==> src/rtl/bytealias_rf_pkg.sv <==
package bytealias_rf_pkg;

  localparam int WORD_W = 16;
  localparam int HALF_W = WORD_W / 2;

  typedef enum logic [3:0] {
    SLOT_AX = 4'd0, SLOT_CX = 4'd1, SLOT_DX = 4'd2, SLOT_BX = 4'd3,
    SLOT_SP = 4'd4, SLOT_BP = 4'd5, SLOT_SI = 4'd6, SLOT_DI = 4'd7,
    SLOT_IP = 4'd8, SLOT_ES = 4'd9, SLOT_CS = 4'd10, SLOT_SS = 4'd11,
    SLOT_DS = 4'd12, SLOT_ST = 4'd13
  } slot_e;

  // Sum of two operands cut to the operand width; the top bit returned is
  // the bit that did not fit.
  function automatic logic [WORD_W:0] add_trunc(input logic [WORD_W-1:0] a,
                                                input logic [WORD_W-1:0] b,
                                                input logic              is_byte);
    logic [WORD_W:0] full;
    full = {1'b0, a} + {1'b0, b};
    if (is_byte)
      return {full[HALF_W], {HALF_W{1'b0}}, full[HALF_W-1:0]};
    return full;
  endfunction

  function automatic logic [WORD_W-1:0] zext_half(input logic [HALF_W-1:0] h);
    return {{HALF_W{1'b0}}, h};
  endfunction

  // Copy a byte onto both halves; the byte enables pick the half that lands.
  function automatic logic [WORD_W-1:0] spread_half(input logic [HALF_W-1:0] h);
    return {h, h};
  endfunction

endpackage

==> src/rtl/bytealias_locate.sv <==
module bytealias_locate #(
  parameter int IDX_W     = 4,
  parameter int NUM_REGS  = 14,
  parameter int NUM_SPLIT = 4,
  localparam int SLOT_W   = $clog2(NUM_REGS)
) (
  input  logic [IDX_W-1:0]  idx,
  input  logic              is_byte,
  output logic              valid,
  output logic [SLOT_W-1:0] slot,
  output logic              hi
);

  always_comb begin
    valid = 1'b0;
    slot  = '0;
    hi    = 1'b0;
    if (is_byte) begin
      if (int'(idx) < 2 * NUM_SPLIT) begin
        valid = 1'b1;
        hi    = (int'(idx) >= NUM_SPLIT);
        slot  = hi ? SLOT_W'(int'(idx) - NUM_SPLIT) : SLOT_W'(idx);
      end
    end else if (int'(idx) < NUM_REGS) begin
      valid = 1'b1;
      slot  = SLOT_W'(idx);
    end
  end

endmodule

==> src/rtl/bytealias_rdport.sv <==
module bytealias_rdport
  import bytealias_rf_pkg::*;
#(
  parameter int IDX_W     = 4,
  parameter int NUM_REGS  = 14,
  parameter int NUM_SPLIT = 4
) (
  input  logic [NUM_REGS-1:0][WORD_W-1:0] regs_q,
  input  logic [IDX_W-1:0]                idx,
  input  logic                            is_byte,
  output logic [WORD_W-1:0]               data
);

  localparam int SLOT_W = $clog2(NUM_REGS);

  logic              loc_valid;
  logic [SLOT_W-1:0] loc_slot;
  logic              loc_hi;
  logic [WORD_W-1:0] word_sel;

  bytealias_locate #(
    .IDX_W(IDX_W), .NUM_REGS(NUM_REGS), .NUM_SPLIT(NUM_SPLIT)
  ) u_loc (
    .idx(idx), .is_byte(is_byte),
    .valid(loc_valid), .slot(loc_slot), .hi(loc_hi)
  );

  assign word_sel = loc_valid ? regs_q[loc_slot] : '0;

  always_comb begin
    if (!is_byte)
      data = word_sel;
    else if (loc_hi)
      data = zext_half(word_sel[WORD_W-1:HALF_W]);
    else
      data = zext_half(word_sel[HALF_W-1:0]);
  end

endmodule

==> src/rtl/bytealias_adder.sv <==
module bytealias_adder
  import bytealias_rf_pkg::*;
(
  input  logic              en,
  input  logic              is_byte,
  input  logic [WORD_W-1:0] opa,
  input  logic [WORD_W-1:0] opb,
  output logic [WORD_W-1:0] sum,
  output logic              carry
);

  logic [WORD_W:0] packed_sum;

  assign packed_sum = add_trunc(opa, opb, is_byte);
  assign sum        = packed_sum[WORD_W-1:0];
  assign carry      = en & packed_sum[WORD_W];

endmodule

==> src/rtl/bytealias_store.sv <==
module bytealias_store
  import bytealias_rf_pkg::*;
#(
  parameter int NUM_REGS    = 14,
  parameter int STATUS_SLOT = NUM_REGS - 1
) (
  input  logic                            clk,
  input  logic                            rst_n,
  input  logic [NUM_REGS-1:0]             lo_we,
  input  logic [NUM_REGS-1:0]             hi_we,
  input  logic [WORD_W-1:0]               wdata,
  input  logic                            flag_we,
  input  logic                            flag_val,
  output logic [NUM_REGS-1:0][WORD_W-1:0] regs_q
);

  for (genvar g = 0; g < NUM_REGS; g++) begin : g_reg
    always_ff @(posedge clk or negedge rst_n) begin
      if (!rst_n) begin
        regs_q[g][WORD_W-1:HALF_W] <= '0;
      end else if (hi_we[g]) begin
        regs_q[g][WORD_W-1:HALF_W] <= wdata[WORD_W-1:HALF_W];
      end
    end

    if (g == STATUS_SLOT) begin : g_status
      // Bit 0 holds the add carry and wins over a plain write.
      always_ff @(posedge clk or negedge rst_n) begin
        if (!rst_n) begin
          regs_q[g][HALF_W-1:0] <= '0;
        end else begin
          if (lo_we[g]) regs_q[g][HALF_W-1:1] <= wdata[HALF_W-1:1];
          if (flag_we)       regs_q[g][0] <= flag_val;
          else if (lo_we[g]) regs_q[g][0] <= wdata[0];
        end
      end
    end else begin : g_plain
      always_ff @(posedge clk or negedge rst_n) begin
        if (!rst_n) begin
          regs_q[g][HALF_W-1:0] <= '0;
        end else if (lo_we[g]) begin
          regs_q[g][HALF_W-1:0] <= wdata[HALF_W-1:0];
        end
      end
    end
  end

endmodule

==> src/rtl/bytealias_regfile.sv <==
module bytealias_regfile
  import bytealias_rf_pkg::*;
#(
  parameter int IDX_W     = 4,
  parameter int NUM_REGS  = 14,
  parameter int NUM_SPLIT = 4
) (
  input  logic              clk,
  input  logic              rst_n,
  input  logic [IDX_W-1:0]  rd_a_idx,
  input  logic              rd_a_byte,
  output logic [WORD_W-1:0] rd_a_data,
  input  logic [IDX_W-1:0]  rd_b_idx,
  input  logic              rd_b_byte,
  output logic [WORD_W-1:0] rd_b_data,
  input  logic              wr_en,
  input  logic              add_en,
  input  logic [IDX_W-1:0]  wr_idx,
  input  logic              wr_byte,
  input  logic [WORD_W-1:0] wr_data,
  output logic              carry_o
);

  localparam int SLOT_W  = $clog2(NUM_REGS);
  localparam int NUM_RD  = 2;

  logic [NUM_REGS-1:0][WORD_W-1:0] regs_q;

  // Read ports
  logic [IDX_W-1:0]  rp_idx  [NUM_RD];
  logic              rp_byte [NUM_RD];
  logic [WORD_W-1:0] rp_data [NUM_RD];

  assign rp_idx[0]  = rd_a_idx;
  assign rp_byte[0] = rd_a_byte;
  assign rp_idx[1]  = rd_b_idx;
  assign rp_byte[1] = rd_b_byte;

  for (genvar p = 0; p < NUM_RD; p++) begin : g_rd
    bytealias_rdport #(
      .IDX_W(IDX_W), .NUM_REGS(NUM_REGS), .NUM_SPLIT(NUM_SPLIT)
    ) u_rd (
      .regs_q(regs_q), .idx(rp_idx[p]), .is_byte(rp_byte[p]), .data(rp_data[p])
    );
  end

  assign rd_a_data = rp_data[0];
  assign rd_b_data = rp_data[1];

  // Add datapath
  logic [WORD_W-1:0] add_sum;
  logic              add_carry;

  bytealias_adder u_add (
    .en(add_en), .is_byte(wr_byte),
    .opa(rp_data[0]), .opb(rp_data[1]),
    .sum(add_sum), .carry(add_carry)
  );

  assign carry_o = add_carry;

  // Write decode, brought out as named events for the checker
  logic              wloc_valid;
  logic [SLOT_W-1:0] wr_slot;
  logic              wloc_hi;
  logic              wr_valid;
  logic [1:0]        wr_hmask;
  logic [WORD_W-1:0] wr_src;
  logic [WORD_W-1:0] wr_aligned;
  logic [NUM_REGS-1:0] lo_we;
  logic [NUM_REGS-1:0] hi_we;

  bytealias_locate #(
    .IDX_W(IDX_W), .NUM_REGS(NUM_REGS), .NUM_SPLIT(NUM_SPLIT)
  ) u_wloc (
    .idx(wr_idx), .is_byte(wr_byte),
    .valid(wloc_valid), .slot(wr_slot), .hi(wloc_hi)
  );

  assign wr_valid   = (wr_en | add_en) & wloc_valid;
  assign wr_hmask   = !wr_byte ? 2'b11 : (wloc_hi ? 2'b10 : 2'b01);
  assign wr_src     = add_en ? add_sum : wr_data;
  assign wr_aligned = wr_byte ? spread_half(wr_src[HALF_W-1:0]) : wr_src;
  assign lo_we      = (wr_valid && wr_hmask[0]) ? (NUM_REGS'(1) << wr_slot) : '0;
  assign hi_we      = (wr_valid && wr_hmask[1]) ? (NUM_REGS'(1) << wr_slot) : '0;

  bytealias_store #(
    .NUM_REGS(NUM_REGS), .STATUS_SLOT(NUM_REGS - 1)
  ) u_store (
    .clk(clk), .rst_n(rst_n),
    .lo_we(lo_we), .hi_we(hi_we), .wdata(wr_aligned),
    .flag_we(add_en), .flag_val(add_carry),
    .regs_q(regs_q)
  );

endmodule

==> config.mk <==
export PLATFORM = sky130hd
export DESIGN_NAME = bytealias_regfile
export DESIGN_NICKNAME = d
export VERILOG_FILES = /design/src/rtl/bytealias_rf_pkg.sv /design/src/rtl/bytealias_locate.sv /design/src/rtl/bytealias_rdport.sv /design/src/rtl/bytealias_adder.sv /design/src/rtl/bytealias_store.sv /design/src/rtl/bytealias_regfile.sv
export SDC_FILE = /design/constraint.sdc
export NUM_CORES = 1
export LEC_CHECK = 0
export BUFFER_PORTS_ARGS = -buffer_cell sky130_fd_sc_hd__buf_2
export CAP_MARGIN = 20
export CORE_ASPECT_RATIO = 2
export CORE_MARGIN = 10
export CORE_UTILIZATION = 65
export CTS_BUF_LIST = sky130_fd_sc_hd__clkbuf_4 sky130_fd_sc_hd__clkbuf_8
export DETAILED_ROUTE_END_ITERATION = 7
export PLACE_DENSITY = 0.93
export SKIP_CTS_REPAIR_TIMING = 1
export SYNTH_ARGS = -nofsm -noshare
export SYNTH_HDL_FRONTEND = slang
export SYNTH_HIERARCHICAL = 1
export SYNTH_SLANG_ARGS = --single-unit
==> constraint.sdc <==
create_clock -name clk -period 5.9 [get_ports clk]
set_clock_uncertainty 0.05 [all_clocks]
set_input_delay 0.885 -clock clk [delete_from_list [all_inputs] [get_ports clk]]
set_output_delay 0.885 -clock clk [all_outputs]
set_load 0.02 [all_outputs]
== Word-level counts from Yosys, hierarchy flattened ==
Cells that the tools add are included.
Storage, ports and cells
  bits of input ports: 35
  memory bits (read-only): 0
  output and inout port bits: 33
  flip-flop bits (word level): 224
  bits in latches: 0
  logic and storage cells: 99
  bits in writable memories: 0
  memories: 0
Cells by class
  add/subtract/negate cells: 4
  multipliers: 0
  div/mod/pow operators: 0
  order comparisons: 11
  bitwise gates (word level): 3
  shifts and indexed selects: 1
  reductions and logical operators: 3
  equality and inequality tests: 0
  muxes and demuxes: 48
Operators by type and width (count)
  16-bit binary-select mux with 4-bit select: 2
  16-bit two-way mux: 8
  4-bit two-way mux: 12
  17-bit two-way mux: 2
  14-bit two-way mux: 2
  4-bit less-than comparator (second input constant): 6
  1-bit two-way mux: 18
  16-bit by 16-bit adder with 17-bit output: 1
  8-bit two-way mux: 2
  1-bit by 4-bit << shifter with 14-bit output (first input constant): 1
  4-bit by 3-bit >= comparator with 1-bit output (second input constant): 3
  4-bit by 3-bit subtractor with 4-bit output (second input constant): 3
  4-bit by 5-bit less-than comparator with 1-bit output (second input constant): 2
  2-bit two-way mux: 2
  1-bit AND: 2
  1-bit logical AND: 2
  2-bit nonzero test: 1
  1-bit OR: 1

== Longest topological paths before layout ==
  word-level depth: 16
  mapped depth: 21
  mapped depth without buffers: 17

== Hierarchy ==
The synthesis kept the hierarchy.
By module, submodules not included
  bytealias_store: area an instance 9467.8 um^2, cells each 494, seq. area each 5605.4 um^2, times used 1
  bytealias_rdport: area an instance 2000.7 um^2, cells each 171, seq. area each 0.0 um^2, times used 2
  bytealias_adder: area an instance 918.4 um^2, cells each 129, seq. area each 0.0 um^2, times used 1
  bytealias_regfile: area an instance 538.0 um^2, cells each 85, seq. area each 0.0 um^2, times used 1
  bytealias_locate: area an instance 61.3 um^2, cells each 10, seq. area each 0.0 um^2, times used 3

== Worst setup path before layout ==
OpenSTA, ideal clock, no wires.
  path kind: input -> output
  start point: in rd_a_idx[2]
  end point: out carry_o
  data required time: 4965 ps
  setup slack: 250 ps
  path buffers: 3
  arrival time: 4715 ps
  cell stages on the path: 15
  cells stage by stage: a21o_2 -> a21boi_2 -> buf_6 -> buf_12 -> buf_8 -> mux4_1 -> a222oi_1 -> o22ai_1 -> ha_1 -> fa_1 -> a21o_1 -> a311o_1 -> a211o_1 -> a31oi_1 -> o21ai_1
On the way
  longest elaborated chain between the ends: 13
  elaborated cells on any way between the ends: 22
  those cells by class: add/sub (2); order compare (3); mux (16); bitwise (1)
RTL lines
  from (decl): line bytealias_regfile.sv:10  | input logic [IDX_W-1:0] rd_a_idx,
  4-bit by 3-bit >= comparator with 1-bit output: line bytealias_locate.sv:21  | hi = (int'(idx) >= NUM_SPLIT);
  4-bit two-way mux: line bytealias_locate.sv:22  | slot = hi ? SLOT_W'(int'(idx) - NUM_SPLIT) : SLOT_W'(idx);
  4-bit two-way mux: line bytealias_locate.sv:19  | if (int'(idx) < 2 * NUM_SPLIT) begin
  4-bit two-way mux *: line bytealias_locate.sv:18  | if (is_byte) begin
  named net g_rd[0].u_rd.loc_slot[0]: line bytealias_rdport.sv:17  | logic [SLOT_W-1:0] loc_slot;
  16-bit binary-select mux with 4-bit select *: line bytealias_rdport.sv:28  | assign word_sel = loc_valid ? regs_q[loc_slot] : '0;
  16-bit two-way mux (implied by the code) *: line bytealias_rdport.sv:28
  16-bit two-way mux *: line bytealias_rdport.sv:28
  8-bit two-way mux: line bytealias_rdport.sv:33  | else if (loc_hi)
  16-bit two-way mux *: line bytealias_rdport.sv:31  | if (!is_byte)
  named net rd_a_data[0]: line bytealias_regfile.sv:12  | output logic [WORD_W-1:0] rd_a_data,
  16-bit by 16-bit adder with 17-bit output *: line bytealias_rf_pkg.sv:19  | full = {1'b0, a} + {1'b0, b};
  17-bit two-way mux: line bytealias_rf_pkg.sv:20  | if (is_byte)
  17-bit two-way mux *: line bytealias_rf_pkg.sv:22  | return full;
  1-bit AND *: line bytealias_adder.sv:16  | assign carry = en & packed_sum[WORD_W];
  to (decl): line bytealias_regfile.sv:21  | output logic carry_o
The timed path passes the listed nets; every way through them passes the cells marked *. The select of a mux whose other input is x is not followed.

== Final worst setup path ==
  start point: in rd_b_idx[1]
  end point: out carry_o
On the way
  longest elaborated chain between the ends: 13
  elaborated cells on any way between the ends: 22
  those cells by class: add/sub (2); order compare (3); mux (16); bitwise (1)
RTL lines
  from (decl): line bytealias_regfile.sv:13  | input logic [IDX_W-1:0] rd_b_idx,
  4-bit by 3-bit >= comparator with 1-bit output: line bytealias_locate.sv:21
  4-bit two-way mux: line bytealias_locate.sv:22
  4-bit two-way mux: line bytealias_locate.sv:19
  4-bit two-way mux *: line bytealias_locate.sv:18
  named net g_rd[1].u_rd.loc_slot[0]: line bytealias_rdport.sv:17
  16-bit binary-select mux with 4-bit select *: line bytealias_rdport.sv:28
  16-bit two-way mux (implied by the code) *: line bytealias_rdport.sv:28
  16-bit two-way mux *: line bytealias_rdport.sv:28
  8-bit two-way mux: line bytealias_rdport.sv:33
  16-bit two-way mux *: line bytealias_rdport.sv:31
  16-bit by 16-bit adder with 17-bit output *: line bytealias_rf_pkg.sv:19
  17-bit two-way mux: line bytealias_rf_pkg.sv:20
  17-bit two-way mux *: line bytealias_rf_pkg.sv:22
  1-bit AND *: line bytealias_adder.sv:16
Marked as above.

==> impl_metrics.env <==
export IMPL_fillers=1344
export IMPL_synth_area_per_cell_um2=13.99
export IMPL_grtUsageMet1_pct=38.56
export IMPL_path_clk_slew_ps=70
export IMPL_drtIter0Drc=1689
export IMPL_antenna_found_initial=2
export IMPL_regMostFlops="u_store/regs_q"
export IMPL_leakage_nw=7.852
export IMPL_yosys_warnings=6
export IMPL_core_um2=22840
export IMPL_synth_cells=1080
export IMPL_fin_ws_ps=-396.2
export IMPL_slew_violations=0
export IMPL_gp_congestion=1.011
export IMPL_place_inst=1472
export IMPL_p_sw_share_pct=36.86
export IMPL_power_density_nw_per_um2=427.7
export IMPL_place_ws_ps=-159.7
export IMPL_yosys_most_used_dff="dfrtp_1"
export IMPL_final_cell_area_um2=17060
export IMPL_cts_path_max_buffers=3
export IMPL_p_int_w=0.004607
export IMPL_worst_setup_path_start_kind="input pin"
export IMPL_postRouteAntennaNets=0
export IMPL_ys_ff_latch=224
export IMPL_grt_pass1_vias=12200
export IMPL_cts_tree="yes"
export IMPL_dp_hpwl_um=35870
export IMPL_die_h_um=235.6
export IMPL_yosysTopAreaCellShare_pct=37.10
export IMPL_r2r_start="u_store/regs_q[184]"
export IMPL_largest_register_ffs=224
export IMPL_grt_pass1_wl_um=78300
export IMPL_grt_use_total_pct=34.54
export IMPL_end_kind="output port"
export IMPL_setup_viol=1
export IMPL_fmax_mhz=158.8
export IMPL_nets=1286
export IMPL_worstSetupStartpoint="rd_b_idx[1]"
export IMPL_tightest_slew_ps=1004
export IMPL_arrival_ps=5360
export IMPL_relSlewSlack_pct=33.07
export IMPL_start_util_pct=66.16
export IMPL_syn_to_final_growth_pct=12.92
export IMPL_share_seq_of_total_power_pct=35.0
export IMPL_syn_cell_area_um2=15110
export IMPL_pwr_share_comb_pct=45.4
export IMPL_die_area_um2=30110
export IMPL_synth_edf_count=0
export IMPL_clk_latency_ps=590
export IMPL_switchingPower_w=0.002689
export IMPL_grt_busiest_layer="met2"
export IMPL_tns_ps=-396.2
export IMPL_numPortBuffers=67
export IMPL_row_count=78
export IMPL_chipWidth_um=127.8
export IMPL_wl_per_cell_um=33.83
export IMPL_yosysSeqAreaShare_pct=37.10
export IMPL_finalCritPeriodShare_pct=106.7
export IMPL_stdcell_count=1540
export IMPL_dpl_instance_area_um2=16210
export IMPL_met2_usage_pct=53.32
export IMPL_synth_area_leaders="dfrtp_1 37%, mux2_4 22%, mux4_2 11%"
export IMPL_cts_root_buf="clkbuf_8"
export IMPL_grt_ovfl_total=0
export IMPL_synth_most_common_cell="dfrtp_1"
export IMPL_synthDistinctLibCells=69
export IMPL_rsz0062_at_grt="yes"
export IMPL_top_level_ports=68
export IMPL_synth_area_leader_cell="dfrtp_1"
export IMPL_cts_sinks=224
export IMPL_status="finished, violations left"
export IMPL_synth_nets=1132
export IMPL_async_reset_ff_share_pct=100.0
export IMPL_clockPowerShare_pct=19.6
export IMPL_violations="negative setup slack"
export IMPL_drive_gt1_share_pct=53.10
export IMPL_vias_per_cell=7.467
export IMPL_final_util_pct=74.71
export IMPL_cts_made_buffers=34
export IMPL_largestRegisters="u_store/regs_q x224"
export IMPL_vias=11500
export IMPL_drc=0
export IMPL_synth_commonest_cells="224 x dfrtp_1, 223 x mux2_4, 72 x mux4_2"
export IMPL_drt_pass1_iterations=8
export IMPL_htreeDepth=2
export IMPL_setup_worst_path_class="in2out"
export IMPL_wirelength_um=52100
export IMPL_worstHoldPathType="in2async"
export IMPL_maxCapViolCount=0
export IMPL_peakVddDrop_mv=0.3032
export IMPL_final_hold_violation_count=0
export IMPL_grt_max_degree=129
export IMPL_required_ps=4970
export IMPL_grtUsageMet3_pct=10.12
export IMPL_period_needed_ps=6296
export IMPL_cp_max_fo=5
==> power groups by stage <==
stage                     clock, W  sequential (W)  combinational, W
after detailed placement         0         0.00253           0.00311
after CTS                  0.00143         0.00253           0.00314
after floorplan                  0         0.00235           0.00221
after global placement           0         0.00246           0.00301
final                      0.00143         0.00256           0.00331
after global routing       0.00150         0.00260           0.00342
==> worst paths after layout <==
| check | slack, ps | cells past startpoint | to |
|---|---|---|---|
| hold / removal | 340 | 1 | u_store/regs_q[31] |
| setup / recovery | -400 | 16 | carry_o |
| max in group asynchronous | 4090 | 2 | u_store/regs_q[78] |
| hold reg to reg | 490 | 1 | u_store/regs_q[14] |
| setup reg to reg | 620 | 18 | u_store/regs_q[124] |
| min in group clk | 490 | 1 | u_store/regs_q[14] |
==> area by class of cell <==
| type | count | area [um2] | share of cell area, % |
|---|---|---|---|
| Antenna cell | 2 | 5.005 | 0.02933 |
| Clock buffer | 50 | 613.1 | 3.593 |
| Clock inverter | 10 | 110.1 | 0.6454 |
| Inverter | 14 | 52.55 | 0.3080 |
| Multi-Input combinational cell | 739 | 8721 | 51.11 |
| Sequential cell | 224 | 5605 | 32.85 |
| Tap cell | 280 | 350.3 | 2.053 |
| Timing Repair Buffer | 221 | 1604 | 9.402 |
==> routing by layer <==
metal | up-vias | share of wire, %
met5 | - | 0
li1 | 4462 | -
met2 | 991 | 47
met3 | 385 | 11
met1 | 5661 | 32
met4 | 0 | 11
==> placed cells by master (no fill, tap or decap), types with 11 or more instances in the layout <==
cell type  netlist  routed
a211o_1         11      11
a21oi_1         21      21
a221oi_1        16      16
buf_2           21      63
buf_4           10     143
clkbuf_4         0      12
clkbuf_8         0      38
dfrtp_1        224     224
ha_1            16      15
inv_1           12      12
mux2_2          52      50
mux2_4         223     225
mux2i_1         37      37
mux4_1          18      16
mux4_2          72      74
nand2_1         35      35
nor2_1          43      43
o21ai_0         36      36
o22ai_1         12      11
==> cell families after synthesis <==
kind of cell    after synthesis  share of synthesized area (%)
flops                       224                          37.10
fa+ha+maj                    17                          1.457
buf+inv                     117                          6.128
simple gates                151                          4.844
xor+xnor                      6                         0.3478
compound gates              162                          7.701
mux                         403                          42.42
==> metrics by stage <==
| stage | hold WS [ps] | power, W |
|---|---|---|
| 2_1_floorplan | 437.3 | 0.004560 |
| 3_3_place_gp | 454.1 | 0.005470 |
| 3_5_place_dp | 462.0 | 0.005639 |
| 4_1_cts | 416.2 | 0.007099 |
| 5_1_grt | 402.2 | 0.007524 |
| 6_report | 335.7 | 0.007296 |
==> worst max-delay path, stage by stage <==
cell and delay (ps):
buf_8 100, a21o_4 230, a21boi_4 280, buf_8 150, mux4_1 590, a222oi_1 900
buf_4 270, o22ai_4 70, ha_4 190, fa_2 370, a21o_1 220, a311o_1 360
a211o_1 310, a31oi_1 140, o21ai_1 120, buf_4 170
Note: power is estimated with default switching activity, not from simulation.
